[config.mk]
export PLATFORM = sky130hd
export DESIGN_NAME = sec_irq_collector
export DESIGN_NICKNAME = d
export VERILOG_FILES = /design/src/rtl/sec_irq_collector.sv
export SDC_FILE = /design/constraint.sdc
export NUM_CORES = 1
export LEC_CHECK = 0
export BUFFER_PORTS_ARGS = -buffer_cell sky130_fd_sc_hd__buf_2
export CAP_MARGIN = 15
export CORE_MARGIN = 3
export CORE_UTILIZATION = 40
export DETAILED_ROUTE_END_ITERATION = 16
export PLACE_DENSITY = 0.74
export SLEW_MARGIN = 20
export SYNTH_ARGS = -nofsm -noshare
export SYNTH_HDL_FRONTEND = slang
export SYNTH_SLANG_ARGS = --single-unit
export TNS_END_PERCENT = 20
[constraint.sdc]
create_clock -name clk -period 1.9 [get_ports clk]
set_input_delay 0.285 -clock clk [delete_from_list [all_inputs] [get_ports clk]]
set_output_delay 0.285 -clock clk [all_outputs]
set_load 0.03 [all_outputs]
[src/rtl/sec_irq_collector.sv]
module sec_irq_collector #(
  parameter int NUM_INT_CHK = 2,
  parameter int NUM_EXP_CHK = 4,
  parameter int NUM_EXP_CTL = 4,
  parameter int AW          = 4
) (
  input  logic                   clk,
  input  logic                   rst_n,
  input  logic                   wr_en,
  input  logic [AW-1:0]          addr,
  input  logic [31:0]            wdata,
  output logic [31:0]            rdata,
  input  logic [NUM_INT_CHK-1:0] chk_int_stat,
  input  logic [NUM_EXP_CHK-1:0] chk_exp_stat,
  input  logic [1:0]             apb_int_stat,
  input  logic [3:0]             apb_exp_stat,
  input  logic [3:0]             ahb_exp_stat,
  output logic [1:0]             apb_int_clr,
  output logic [1:0]             apb_int_en,
  output logic [3:0]             apb_exp_clr,
  output logic [3:0]             apb_exp_en,
  output logic [3:0]             ahb_exp_clr,
  output logic [3:0]             ahb_exp_en,
  input  logic [NUM_EXP_CTL-1:0] ctl_exp_stat,
  output logic [NUM_EXP_CTL-1:0] ctl_exp_clr,
  output logic                   ctl_irq
);

  localparam logic [AW-1:0] A_CHK_STAT = AW'(0);
  localparam logic [AW-1:0] A_PPC_STAT = AW'(1);
  localparam logic [AW-1:0] A_PPC_CLR  = AW'(2);
  localparam logic [AW-1:0] A_PPC_EN   = AW'(3);
  localparam logic [AW-1:0] A_CTL_STAT = AW'(4);
  localparam logic [AW-1:0] A_CTL_EN   = AW'(6);
  localparam logic [AW-1:0] A_CTL_CLR  = AW'(5);
  localparam logic [AW-1:0] A_BRG_STAT = AW'(7);
  localparam logic [AW-1:0] A_BRG_EN   = AW'(9);

  localparam logic [31:0] PPC_MASK = 32'h00F0_00F3;
  localparam logic [31:0] CTL_MASK = 32'(((64'd1 << NUM_EXP_CTL) - 64'd1) << 16);
  localparam logic [31:0] BRG_MASK = 32'hFFFF_0000;

  logic [31:0] chk_d, ppc_d, ctl_d;
  logic [31:0] chk_q, ppc_q, ctl_q;
  logic [31:0] ppc_en_q, ctl_en_q, brg_en_q, ppc_clr_q;
  logic [NUM_EXP_CTL-1:0] ctl_clr_q;

  always_comb begin
    chk_d = '0;
    chk_d[NUM_INT_CHK-1:0]   = chk_int_stat;
    chk_d[16 +: NUM_EXP_CHK] = chk_exp_stat;
    ppc_d = '0;
    ppc_d[1:0]   = apb_int_stat;
    ppc_d[7:4]   = apb_exp_stat;
    ppc_d[23:20] = ahb_exp_stat;
    ctl_d = '0;
    ctl_d[16 +: NUM_EXP_CTL] = ctl_exp_stat;
  end

  wire wr_ppc_clr = wr_en && addr == A_PPC_CLR;
  wire wr_ctl_clr = wr_en && addr == A_CTL_CLR;

  always_ff @(posedge clk or negedge rst_n) begin
    if (!rst_n) begin
      chk_q     <= '0;
      ppc_q     <= '0;
      ctl_q     <= '0;
      ppc_en_q  <= '0;
      ctl_en_q  <= '0;
      brg_en_q  <= '0;
      ppc_clr_q <= '0;
      ctl_clr_q <= '0;
    end else begin
      chk_q     <= chk_d;
      ppc_q     <= ppc_d;
      ctl_q     <= ctl_d;
      ppc_clr_q <= wr_ppc_clr ? ppc_q : '0;
      ctl_clr_q <= wr_ctl_clr ? wdata[16 +: NUM_EXP_CTL] : '0;
      if (wr_en && addr == A_PPC_EN) ppc_en_q <= wdata & PPC_MASK;
      if (wr_en && addr == A_CTL_EN) ctl_en_q <= wdata & CTL_MASK;
      if (wr_en && addr == A_BRG_EN) brg_en_q <= wdata & BRG_MASK;
    end
  end

  assign apb_int_en  = ppc_en_q[1:0];
  assign apb_exp_en  = ppc_en_q[7:4];
  assign ahb_exp_en  = ppc_en_q[23:20];
  assign apb_int_clr = ppc_clr_q[1:0];
  assign apb_exp_clr = ppc_clr_q[7:4];
  assign ahb_exp_clr = ppc_clr_q[23:20];
  assign ctl_exp_clr = ctl_clr_q;
  assign ctl_irq     = |(ctl_q & ctl_en_q);

  always_comb begin
    case (addr)
      A_CHK_STAT: rdata = chk_q;
      A_PPC_STAT: rdata = ppc_q;
      A_PPC_EN:   rdata = ppc_en_q;
      A_CTL_STAT: rdata = ctl_q;
      A_CTL_EN:   rdata = ctl_en_q;
      A_BRG_STAT: rdata = '0;
      A_BRG_EN:   rdata = brg_en_q;
      default:    rdata = '0;
    endcase
  end

endmodule


==> run summary <==
Max-Cap Viols: 0
Clock buffer depth: 2
First-pass DRT Iterations: 4
P&R area growth vs syn: 30.7%
# setup viols final: 0
LEAKAGE: 0.00177 µW
Reg2reg start: ctl_en_q[19]
Cell taking the most area after synthesis: dfrtp_1
Final-report hold violation count: 0
Worst path max stage delay: 0.52 ns
Largest net degree at the start of global routing: 43
GRT Util Overall: 0.166
CORE AREA: 0.00610 mm²
Vias in the first global route: 1855
Mux share of post-synthesis cell area: 0.154
Clock sinks: 64
H-Tree Level Count: 3
Crit path from: addr[0]
Die width: 86.6 µm
First DRT Iteration DRCs: 55
Final WS setup: 0.146 ns
Min-delay src: ahb_exp_stat[0]
Post-Synth Adder-Cell Area: 0
Post-synthesis register bit count: 64
Worst slew margin: 0.641
Post-synth ARST share: 1.00
DR vias: 1808
CP delay by family, top: simple AND/OR/NAND/NOR gates
Global-route wire length before repair: 9380 µm
WL/cell: 15.5 µm
Vias/cell: 4.90
Setup Crit Path Kind: primary input to output port
Status: finished, final reports clean
Synth Area per Inst: 14.1 µm²
Site row count: 28
Synth Area in Compound Gates: 0.0519
Setup Skew: 0.00481 ns
Routed Antenna Nets: 0
Initial antenna violation count: 1
Share of the yosys chip area belonging to registers: 0.616
Die area: 0.00751 mm²
Distinct cells, synth: 27
Post-CTS Resized: 0
Number of synthesized flops with an enable pin: 0
Hold WS: 0.0614 ns
Critical path data required time: 1.62 ns
Cell Area, Synth: 0.00260 mm²
Largest family of logic cells by synthesized area: multiplexers
Global route overflow: 0
Die H: 86.6 µm
Critical path's slowest cell: and4bb_2
Worst vdd ir: 0.547 mV
Top cells by count, synth: 64 x dfrtp_1, 22 x and2_1, 22 x mux2_2, 11 x buf_4, 10 x mux2_1
Dominant cells by area after synthesis: dfrtp_1 62%, mux2_2 9.5%, and2_1 5.3%
Crit path DAT: 1.47 ns
Top-count cell post-synth: dfrtp_1
Worst reg2reg setup slack: 1.07 ns
Synth Instances: 185
HPWL Detailed: 4140 µm
Buffers on Ports: 95
Setup crit end kind: output port
Fillers: 537
Setup Total Neg Slack: 0 ns
Min-Delay Path Class: primary input to flop
CP most frequent cell: buf_2
RSZ-0062 raised after global routing: no
Reg clk slew, reported paths: 0.07 ns
Final #Nets: 349
DRC: 0
Peak Freq: 570 MHz
WP buf/inv: 2
Final Cycle Share: 0.923
Worst Max-Slew Pin Slew: 0.538 ns
Final Max Tran Viols: 0
Diodes inserted: 0
Post-Synth Simple-Gate Area: 0.129
Layout cells sized above 1: 0.493
Ys flop type: dfrtp_1
Setup WS pre-CTS: 0.158 ns
Initial Utilization: 0.427
Minimum clock period: 1.75 ns
Num CTS Buffers: 9
Startpoint types: primary input
Final Wtd Congestion: 0.692
IO Pins: 116
Clock Latency Late Sink: 0.32 ns
Warnings from Yosys: 0
Post-Synth XOR/XNOR Area: 0
WL final: 5700 µm
PwrDens: 1030 mW/mm²
Area share of the largest cell type after synthesis: 0.616
CTS tree: built
Root Buffer: clkbuf_8
Critical-path cell list: buf_2 -> and4bb_2 -> a221o_1 -> buf_2
Max Fanout on Critical Path: 16
registers in the layout, indices dropped and copies added (netlist names):
register,cells
ppc_clr_q,10
ctl_exp_clr,4
chk_q,6
ppc_q,10
ctl_en_q,4
ppc_en_q,10
brg_en_q,16
ctl_q,4
power breakdown:
part / internal, µW / switching [µW]
Clock: 802 / 482
Combinational: 239 / 344
Sequential: 1540 / 97.1
Total: 2580 / 923
logic make-up after synthesis:
family / count (synthesis)
buffers and inverters: 19
AO/OA/AOI/OAI: 16
AND/OR/NAND/NOR: 49
flip-flops: 64
multiplexers: 36
other: 1
worst paths after layout:
| path | endpoint | depth (start not counted) |
|---|---|---|
| max in group asynchronous | ppc_clr_q[7] | 3 |
| min in group asynchronous | brg_en_q[29] | 2 |
| setup / recovery | rdata[18] | 4 |
| hold / removal | ppc_q[20] | 1 |
| hold reg to reg | ppc_clr_q[21] | 1 |
| setup reg to reg | ctl_en_q[19] | 1 |
through the flow:
| stage | total power [µW] | utilization | cell area (µm²) | instances |
|---|---|---|---|---|
| floorplan | 2040 | - | 2640 | 194 |
| global placement | 2230 | 0.520 | 3170 | 353 |
| detailed placement | 2250 | 0.520 | 3170 | 353 |
| CTS | 3560 | 0.558 | 3400 | 369 |
| global route | 3690 | 0.558 | 3400 | 369 |
| finish | 3500 | 0.558 | 3400 | 369 |
layout make-up:
type | count | area [µm²] | area share
multi-input cells | 111 | 915 | 0.269
flip-flops and latches | 64 | 1600 | 0.471
well taps | 75 | 93.8 | 0.0276
clock inverters | 3 | 65.1 | 0.0191
clock buffers | 12 | 155 | 0.0456
repair buffers | 104 | 571 | 0.168
placed cells by master, fill, tap and decap left out:
| cell type | n |
|---|---|
| nand2_1 | 9 |
| buf_4 | 6 |
| and4_1 | 1 |
| conb_1 | 10 |
| and2_1 | 22 |
| a22o_1 | 4 |
| dfrtp_1 | 64 |
| nor3_1 | 2 |
| and4bb_2 | 1 |
| nand2_2 | 1 |
| clkinv_2 | 1 |
| clkbuf_1 | 1 |
| mux2i_1 | 4 |
| buf_12 | 2 |
| a22oi_1 | 8 |
| nand3b_1 | 1 |
| nor4bb_2 | 1 |
| clkbuf_8 | 11 |
| nor3b_1 | 1 |
| nor4_1 | 4 |
| bufinv_16 | 2 |
| a221o_1 | 4 |
| dlygate4sd3_1 | 1 |
| mux2_1 | 10 |
| nor4b_4 | 1 |
| and4b_1 | 1 |
| nor3b_4 | 1 |
| nor2_1 | 2 |
| and4bb_4 | 1 |
| mux2_2 | 22 |
| buf_2 | 95 |
metal layers:
metal,global-route usage,up-vias,routed length (µm)
li1,-,842,-
met1,0.208,888,2460
met2,0.261,65,2700
met3,0.0513,11,432
met4,0.0793,2,106
met5,0,-,7
what timing repair did:
action / 4_1_cts / 5_1_grt
hold buffers: 1 / 0
buffers inserted: 0 / 0
endpoints found under the hold margin: 22 / 0
Power figures use the tool's default switching activity.
